===== config.mk =====
export PLATFORM = sky130hd
export DESIGN_NAME = rup_bridge
export DESIGN_NICKNAME = d
export VERILOG_FILES = /design/src/rtl/rup_pkg.sv /design/src/rtl/rup_decode.sv /design/src/rtl/rup_csr.sv /design/src/rtl/rup_seq.sv /design/src/rtl/rup_bridge.sv
export SDC_FILE = /design/constraint.sdc
export NUM_CORES = 1
export LEC_CHECK = 0
export ABC_AREA = 1
export BUFFER_PORTS_ARGS = -buffer_cell sky130_fd_sc_hd__buf_2
export CORE_UTILIZATION = 40
export DETAILED_ROUTE_END_ITERATION = 7
export PLACE_DENSITY = 0.7
export SLEW_MARGIN = 10
export SYNTH_ARGS = -nofsm -noshare
export SYNTH_HDL_FRONTEND = slang
export SYNTH_SLANG_ARGS = --single-unit

===== constraint.sdc =====
create_clock -name clk_i -period 1.6 [get_ports clk_i]
set_clock_uncertainty 0.05 [all_clocks]
set_input_delay 0.32 -clock clk_i [delete_from_list [all_inputs] [get_ports clk_i]]
set_output_delay 0.32 -clock clk_i [all_outputs]
set_load 0.1 [all_outputs]

===== src/rtl/rup_pkg.sv =====
package rup_pkg;
  localparam int unsigned ADDR_W  = 6;
  localparam int unsigned PARAM_W = 3;
  localparam int unsigned SRC_W   = 2;
  localparam int unsigned BUS_W   = 32;
  localparam int unsigned CSR_W   = 2;

  typedef enum logic [1:0] {
    ST_IDLE  = 2'd0,
    ST_ISSUE = 2'd1,
    ST_WAIT  = 2'd2,
    ST_DONE  = 2'd3
  } seq_st_e;
endpackage


===== src/rtl/rup_decode.sv =====
module rup_decode
  import rup_pkg::*;
(
  input  logic [ADDR_W-1:0]  addr_i,
  input  logic               cs_i,
  input  logic               rd_i,
  input  logic               wr_i,
  output logic [PARAM_W-1:0] param_o,
  output logic [SRC_W-1:0]   src_o,
  output logic               eng_req_o,
  output logic               csr_req_o,
  output logic               csr_wr_o
);
  localparam int unsigned SEL_BIT = PARAM_W + SRC_W;

  logic req;
  assign req       = cs_i & (rd_i | wr_i);
  assign param_o   = addr_i[PARAM_W-1:0];
  assign src_o     = addr_i[SEL_BIT-1:PARAM_W];
  assign eng_req_o = req & ~addr_i[SEL_BIT];
  assign csr_req_o = req &  addr_i[SEL_BIT];
  assign csr_wr_o  = cs_i & wr_i & addr_i[SEL_BIT];
endmodule


===== src/rtl/rup_csr.sv =====
module rup_csr
  import rup_pkg::*;
(
  input  logic             clk_i,
  input  logic             rst_ni,
  input  logic             wr_i,
  input  logic [CSR_W-1:0] wdata_i,
  output logic [CSR_W-1:0] csr_o
);
  always_ff @(posedge clk_i or negedge rst_ni) begin
    if (!rst_ni)   csr_o <= '0;
    else if (wr_i) csr_o <= wdata_i;
  end
endmodule


===== src/rtl/rup_seq.sv =====
module rup_seq
  import rup_pkg::*;
#(
  parameter int unsigned DATA_W = 22
) (
  input  logic               clk_i,
  input  logic               rst_ni,
  input  logic               req_i,
  input  logic               is_wr_i,
  input  logic [PARAM_W-1:0] param_i,
  input  logic [SRC_W-1:0]   src_i,
  input  logic [DATA_W-1:0]  wdata_i,
  input  logic [DATA_W-1:0]  dout_i,
  input  logic               busy_i,
  output logic               rd_o,
  output logic               wr_o,
  output logic [PARAM_W-1:0] param_o,
  output logic [SRC_W-1:0]   src_o,
  output logic [DATA_W-1:0]  din_o,
  output logic [DATA_W-1:0]  rdata_o,
  output logic               done_o,
  output logic               hold_o
);
  seq_st_e st_q, st_d;
  logic    is_wr_q;

  always_comb begin
    st_d = st_q;
    unique case (st_q)
      ST_IDLE:  if (req_i) st_d = ST_ISSUE;
      ST_ISSUE: st_d = ST_WAIT;
      ST_WAIT:  if (!busy_i) st_d = ST_DONE;
      ST_DONE:  st_d = ST_IDLE;
      default:  st_d = ST_IDLE;
    endcase
  end

  always_ff @(posedge clk_i or negedge rst_ni) begin
    if (!rst_ni) begin
      st_q    <= ST_IDLE;
      is_wr_q <= 1'b0;
      param_o <= '0;
      src_o   <= '0;
      din_o   <= '0;
      rdata_o <= '0;
    end else begin
      st_q <= st_d;
      if (st_q == ST_IDLE && req_i) begin
        is_wr_q <= is_wr_i;
        param_o <= param_i;
        src_o   <= src_i;
        din_o   <= wdata_i;
      end
      // capture once busy has cleared
      if (st_q == ST_WAIT && !busy_i) rdata_o <= dout_i;
    end
  end

  assign rd_o   = (st_q == ST_ISSUE) & ~is_wr_q;
  assign wr_o   = (st_q == ST_ISSUE) &  is_wr_q;
  assign done_o = (st_q == ST_DONE);
  assign hold_o = (st_q == ST_IDLE && req_i) || st_q == ST_ISSUE || st_q == ST_WAIT;
endmodule


===== src/rtl/rup_bridge.sv =====
module rup_bridge
  import rup_pkg::*;
#(
  parameter int unsigned DATA_W = 22
) (
  input  logic               clk_i,
  input  logic               rst_ni,
  input  logic [5:0]         bus_addr_i,
  input  logic               bus_cs_i,
  input  logic               bus_rd_i,
  input  logic               bus_wr_i,
  input  logic [31:0]        bus_wdata_i,
  output logic [31:0]        bus_rdata_o,
  output logic               bus_wait_o,
  output logic [2:0]         eng_param_o,
  output logic [1:0]         eng_src_o,
  output logic               eng_rd_o,
  output logic               eng_wr_o,
  output logic [DATA_W-1:0]  eng_din_o,
  input  logic [DATA_W-1:0]  eng_dout_i,
  input  logic               eng_busy_i,
  output logic               eng_reconfig_o,
  output logic               eng_wdt_rst_o
);
  logic [PARAM_W-1:0] dec_param;
  logic [SRC_W-1:0]   dec_src;
  logic               eng_req, csr_req, csr_wr;
  logic [CSR_W-1:0]   csr_q;
  logic [DATA_W-1:0]  eng_rdata;
  logic               seq_done, seq_hold;

  rup_decode u_dec (
    .addr_i    (bus_addr_i),
    .cs_i      (bus_cs_i),
    .rd_i      (bus_rd_i),
    .wr_i      (bus_wr_i),
    .param_o   (dec_param),
    .src_o     (dec_src),
    .eng_req_o (eng_req),
    .csr_req_o (csr_req),
    .csr_wr_o  (csr_wr)
  );

  rup_csr u_csr (
    .clk_i   (clk_i),
    .rst_ni  (rst_ni),
    .wr_i    (csr_wr),
    .wdata_i (bus_wdata_i[CSR_W-1:0]),
    .csr_o   (csr_q)
  );

  rup_seq #(.DATA_W(DATA_W)) u_seq (
    .clk_i   (clk_i),
    .rst_ni  (rst_ni),
    .req_i   (eng_req),
    .is_wr_i (bus_wr_i),
    .param_i (dec_param),
    .src_i   (dec_src),
    .wdata_i (bus_wdata_i[DATA_W-1:0]),
    .dout_i  (eng_dout_i),
    .busy_i  (eng_busy_i),
    .rd_o    (eng_rd_o),
    .wr_o    (eng_wr_o),
    .param_o (eng_param_o),
    .src_o   (eng_src_o),
    .din_o   (eng_din_o),
    .rdata_o (eng_rdata),
    .done_o  (seq_done),
    .hold_o  (seq_hold)
  );

  logic csr_rd_unused;
  assign csr_rd_unused = csr_req;

  assign bus_wait_o     = seq_hold;
  assign bus_rdata_o    = seq_done ? BUS_W'(eng_rdata) : BUS_W'(csr_q);
  assign eng_reconfig_o = csr_q[0];
  assign eng_wdt_rst_o  = csr_q[1];
endmodule


==> results of run 1 <==
==> routing by layer <==
| metal | GRT usage | up-vias |
|---|---|---|
| li1 | - | 1103 |
| met1 | 0.201 | 949 |
| met2 | 0.262 | 88 |
| met3 | 0.0524 | 7 |
| met4 | 0.0385 | 0 |
| met5 | 0 | - |
==> through the flow <==
step,setup TNS (ns),utilization,instance area (sq um),setup WS [ns],hold slack [ns]
floorplan,-0.995,-,2810,-0.0500,-0.0256
global placement,0,0.587,3750,0.0435,0.296
detailed placement,0,0.587,3750,0.0177,0.291
CTS,-5.86,0.614,3920,-0.250,0.181
global route,-6.81,0.623,3980,-0.285,0.181
finish,-5.44,0.623,3980,-0.240,0.190
==> worst paths after layout <==
check | to | cells after the start
worst min register to register | u_seq.din_o[12] | 2
max in group asynchronous | u_csr.csr_o[1] | 3
min in group asynchronous | u_seq.rdata_o[0] | 3
worst max register to register | u_seq.rdata_o[9] | 7
worst max-delay path | bus_rdata_o[18] | 5
worst min-delay path | u_seq.rdata_o[17] | 3
==> cell usage in the layout, fill, tap and decap left out <==
master         count
buf_2             84
nand2_1           61
inv_1             53
dfrtp_1           50
o21ai_2           32
buf_12            29
clkinvlp_4        22
nand2_2           19
o21ai_0           18
conb_1            10
buf_4              7
clkbuf_8           5
dfrtp_2            4
nand3_1            3
inv_2              2
nand2_4            2
or2_2              2
o21ai_1            2
ha_1               2
ha_4               2
mux2_4             1
mux2_2             1
inv_4              1
nor2_4             1
nor2_2             1
nand3_2            1
nand3_4            1
ha_2               1
clkinv_4           1
clkinv_2           1
clkbuf_16          1
dlygate4sd3_1      1
==> logic make-up after synthesis <==
| kind of cell | count (synthesis) | synth area share |
|---|---|---|
| AO/OA/AOI/OAI | 52 | 0.143 |
| adder cells (fa/ha/maj) | 5 | 0.0235 |
| buffers and inverters | 100 | 0.181 |
| flip-flops | 54 | 0.508 |
| multiplexers | 2 | 0.00846 |
| other | 1 | 0.00141 |
| AND/OR/NAND/NOR | 91 | 0.135 |
==> layout make-up <==
cell class | instances | area [sq um] | area share
inverter | 77 | 370 | 0.0931
multi-input combinational | 160 | 977 | 0.246
tap | 77 | 96.3 | 0.0242
sequential | 54 | 1360 | 0.341
timing repair buffer | 122 | 1090 | 0.274
clock inverter | 3 | 21.3 | 0.00535
clock buffer | 5 | 68.8 | 0.0173
==> synthesized netlist by cell type <==
cell type	instances	area (sq um)
buf_4	10	75.1
buf_6	9	101
clkbuf_1	4	15.0
conb_1	1	3.75
dfrtp_1	54	1350
ha_1	5	62.6
inv_1	77	289
mux2_2	2	22.5
nand2_1	82	308
nand3_1	4	20.0
nand3_2	1	10.0
nor2_1	1	3.75
nor2_2	1	6.26
o21ai_0	20	100
o21ai_2	32	280
or2_1	1	6.26
or2_2	1	6.26
==> worst min-delay path, delay by kind of cell <==
kind	cells	cell delay, ns
buf+inv	2	0.15
compound gates	1	0.05
==> timing repair <==
item,4_1_cts,5_1_grt
pin swaps,2,1
gates resized for setup,25,9
setup buffers,1,1
gates cloned,0,1
hold buffers,1,0
endpoints found under the setup margin,25,69
endpoints found under the hold margin,54,0
==> flip-flops by register name (all words and copies together) (netlist names) <==
| register | cells |
|---|---|
| u_seq.din_o | 22 |
| u_seq.rdata_o | 22 |
| u_seq.param_o | 3 |
| u_csr.csr_o | 2 |
| u_seq.src_o | 2 |
| u_seq.st_q | 2 |
| u_seq.is_wr_q | 1 |
==> impl_metrics.yaml, run 1 <==
logic_synthesis:
  synth.distinct_cells: 17
  netlist_instances: 305
  syn_area_per_cell_sq_um: 8.73
  yosys_register_bits: 54
  synthesis.area_sq_um: 2660
  yosysWarnings: 0
  ys_seq_area_frac: 0.508
worst_setup_path:
  critPathMaxFanout: 17
  required_ns: 1.23
  crit_path_end_kind: "output port"
  cp_data_arrival_time_ns: 1.47
  cp_top_family: "flip-flops"
  timing.rr.start: "u_seq.st_q[0]"
  timing.reg2reg.setup_slack_ns: 0.01
  startpoint_type: "flip-flop"
  crit_path_max_incr_delay_ns: 0.45
  crit_top_cell: "buf_12"
  crit_chain: "ha_4, buf_12, nand2_2, clkinvlp_4, buf_12"
  path_class: "flip-flop to output port"
  worst-path-buf-inv: 3
  crit_slowest_cell: "dfrtp_2"
  crit_start: "u_seq.st_q[1]"
detailed_routing:
  routed_wl_um: 5460
  avgRoutedWirePerCell_um: 11.0
  drt_first_pass_iters: 4
  vias: 2147
  initialDrtViolationCount: 58
  wl_met2_um: 2500
  dr_wl_met3_um: 416
  drc: 0
  highest_layer: "met4"
  viasPerCell: 4.31
  met1_length_um: 2480
  antenna_left: 0
global_route:
  grt_usage: 0.159
  grt_pass1_vias: 2093
  grt_pass1_wl_um: 9010
  grt_max_degree: 57
  antenna_found_initial: 0
  grt_overflow: 0
placed_design:
  dpl.hpwl_um: 3780
  io_buffers: 109
  gp_congestion: 0.741
  placed_cells: 486
sta:
  rsz0062_at_grt: "yes"
  worst_slack_ns: -0.240
  max_freq_mhz: 544
  setup_viol: 25
  fin_crit_sh: 1.15
  final_hold_viol_count: 0
  layout_min_cycle_time_ns: 1.84
  drv_slew: 0
outcome:
  violations: "setup timing"
  status: "complete, but fails checks"
clock_network:
  cts_num_sinks: 54
  insertion_delay_ns: 0.30
  cts_inserted_buffers: 5
  clockBufferDepth: 2
  cts-root-buf: "clkbuf_8"
  clkTransAtPathRegs_ns: 0.10
  cts_tree: "yes"
  htree_levels: 2
finish:
  nets: 491
  final_cells: 498
  fillers: 546
  drive_gt1_frac: 0.525
  area_growth_syn_to_layout_pct: 49.5
  antenna_cells: 0
hold_path:
  worstHoldStart: "eng_dout_i[17]"
  hold_class: "input pin to flip-flop"
floorplan:
  die-area_sq_um: 6980
  die_w_um: 83.6
  chipHeight_um: 83.6
  rows: 29
  core_area_sq_um: 6390
  start_util: 0.417
  io_pins: 130
run:
  maxCapViolCount: 0
Power of run 1 is left out: the tool's default activity adds up to more than one toggle a clock period on the data nets, which glitch-free logic cannot reach.
==> run 2, diff against run 1 <==
--- a/config.mk
+++ b/config.mk
@@ -8,9 +8,11 @@
 export ABC_AREA = 1
 export BUFFER_PORTS_ARGS = -buffer_cell sky130_fd_sc_hd__buf_2
 export CORE_UTILIZATION = 40
+export CTS_CLUSTER_DIAMETER = 50
 export DETAILED_ROUTE_END_ITERATION = 7
-export PLACE_DENSITY = 0.7
-export SLEW_MARGIN = 10
+export PLACE_DENSITY = 0.71
+export SLEW_MARGIN = 15
 export SYNTH_ARGS = -nofsm -noshare
 export SYNTH_HDL_FRONTEND = slang
+export SYNTH_HIERARCHICAL = 1
 export SYNTH_SLANG_ARGS = --single-unit
==> run 2 against run 1 <==
Net effect: the run still ends with setup timing left; sequential share of layout area decreased by 0.24 points; non-clock buffer count increased by 5; worst hold slack got worse by 0.0078 ns; via count increased by 9.9%; area after synthesis decreased by 3.6%; critical path type unchanged; highest routed layer unchanged.
==> impl_metrics.yaml, run 2 <==
floorplan:
  rows: 28
  die-area_sq_um: 6740
  start_util: 0.423
  chipHeight_um: 82.1
  die_w_um: 82.1
  io_pins: 130
  core_area_sq_um: 6060
hold_path:
  min_to: "u_csr/csr_o[1]"
  whs_path_depth: 3
  worstHoldStart: "bus_wdata_i[1]"
  hold_class: "input pin to flip-flop"
sta:
  setup_viol: 25
  drv_slew: 0
  final_hold_viol_count: 0
  max_freq_mhz: 545
  fin_crit_sh: 1.15
  rsz0062_at_grt: "yes"
  final.hold.worst_slack_ns: 0.182
  worst_slack_ns: -0.235
  layout_min_cycle_time_ns: 1.84
global_route:
  antenna_found_initial: 0
  grt_pass1_vias: 2265
  grt_max_degree: 31
  grt_pass1_wl_um: 10000
  grt_overflow: 0
  grt_usage: 0.195
logic_synthesis:
  yosysWarnings: 6
  synthesis.area_sq_um: 2570
  netlist_instances: 324
  syn_area_per_cell_sq_um: 7.92
placed_design:
  gp_congestion: 0.739
  dpl.hpwl_um: 4280
  io_buffers: 109
outcome:
  violations: "setup timing"
  status: "complete, but fails checks"
finish:
  drive_gt1_frac: 0.453
  nets: 504
  antenna_cells: 0
  final_cell_mix: "nand2_1, buf_2, nand3_1, dfrtp_1, buf_12"
  area_growth_syn_to_layout_pct: 55.9
  final_common_cell: "nand2_1"
  reg_top3: "u_seq/din_o x22, u_seq/rdata_o x22, u_seq/param_o x3"
clock_network:
  clkTransAtPathRegs_ns: 0.09
  cts_inserted_buffers: 5
  htree_levels: 2
  cts_tree: "yes"
  cts_num_sinks: 54
  clockBufferDepth: 2
  insertion_delay_ns: 0.30
  cts-root-buf: "clkbuf_8"
worst_setup_path:
  crit_path_max_incr_delay_ns: 0.43
  rr_worst_depth: 8
  critPathMaxFanout: 6
  worst-path-buf-inv: 3
  startpoint_type: "flip-flop"
  cp_data_arrival_time_ns: 1.47
  required_ns: 1.23
  worst-path-stages: 5
  timing.reg2reg.setup_slack_ns: 0.08
  cp_top_family: "buffers and inverters"
  crit_path_end_kind: "output port"
  worst_r2r_endpoint: "u_seq/rdata_o[19]"
  path_class: "flip-flop to output port"
  crit_chain: "ha_4, clkbuf_16, nand2_2, clkinvlp_4, buf_12"
  crit_slowest_cell: "dfrtp_1"
  timing.rr.start: "u_seq/st_q[0]"
detailed_routing:
  routed_wl_um: 6120
  avgRoutedWirePerCell_um: 12.0
  viasPerCell: 4.63
  drt_first_pass_iters: 4
  vias: 2359
  drc: 0
  initialDrtViolationCount: 61
  antenna_left: 0
run:
  maxCapViolCount: 0
## run 2: cell count changes in the layout (fill, tap and decap cells not counted), moves of 3 or more
cell,before,now
inv_1,53,3
nand2_1,61,118
nand3_1,3,52
buf_4,7,10
o21ai_0,18,0
nand2_4,2,7
o21ai_2,32,0
## run 2: layout make-up
cell class                 instances  area [sq um]
tap                               75          93.8
timing repair buffer             127          1140
clock inverter                     2          37.5
inverter                          31           215
multi-input combinational        215          1090
clock buffer                       6          72.6
fill                             498          2060
sequential                        54          1350
## run 2: worst register-to-register path: stages, from the launching register on
cell     delay (ns)
dfrtp_1        0.43
buf_6          0.15
inv_6          0.06
ha_4           0.14
buf_4          0.17
nand2_1        0.10
buf_12         0.17
nand2_1        0.08
nand2_1        0.06
## run 2: worst max path at each step
stage | from | end
2_1_floorplan | u_seq/st_q[1] | eng_rd_o
3_3_place_gp | u_seq/st_q[0] | bus_rdata_o[3]
3_5_place_dp | u_seq/st_q[0] | bus_rdata_o[3]
4_1_cts | u_seq/st_q[0] | bus_rdata_o[0]
5_1_grt | u_seq/st_q[0] | bus_rdata_o[19]
6_report | u_seq/st_q[1] | bus_rdata_o[7]
## run 2: repair_timing
| action | in CTS | in global routing |
|---|---|---|
| pin swaps | 4 | 5 |
| setup endpoints to repair | 25 | 27 |
| resized for setup | 33 | 23 |
| setup buffers | 4 | 0 |
| hold buffers | 1 | 0 |
| endpoints found under the hold margin | 27 | 0 |
| cloned | 1 | 1 |
## run 2: through the flow
| step | setup TNS [ns] | setup slack [ns] | cells | util | instance area [sq um] |
|---|---|---|---|---|---|
| after global placement | 0 | 0.0412 | 495 | 0.597 | 3620 |
| after global routing | -6.31 | -0.278 | 510 | 0.660 | 4000 |
| after CTS | -5.44 | -0.237 | 509 | 0.645 | 3910 |
| final | -5.14 | -0.235 | 510 | 0.660 | 4000 |
| after detailed placement | 0 | 0.0245 | 495 | 0.597 | 3620 |
| after floorplan | -1.69 | -0.250 | 333 | - | 2710 |
## run 2: layer usage
layer	vias up	GRT usage	part of all wire
met2	85	0.350	0.49
met1	1095	0.230	0.42
li1	1175	-	-
met3	4	0.0495	0.077
met4	0	0.0526	0.0065
met5	-	0	0
Power of run 2 is left out for the same reason.
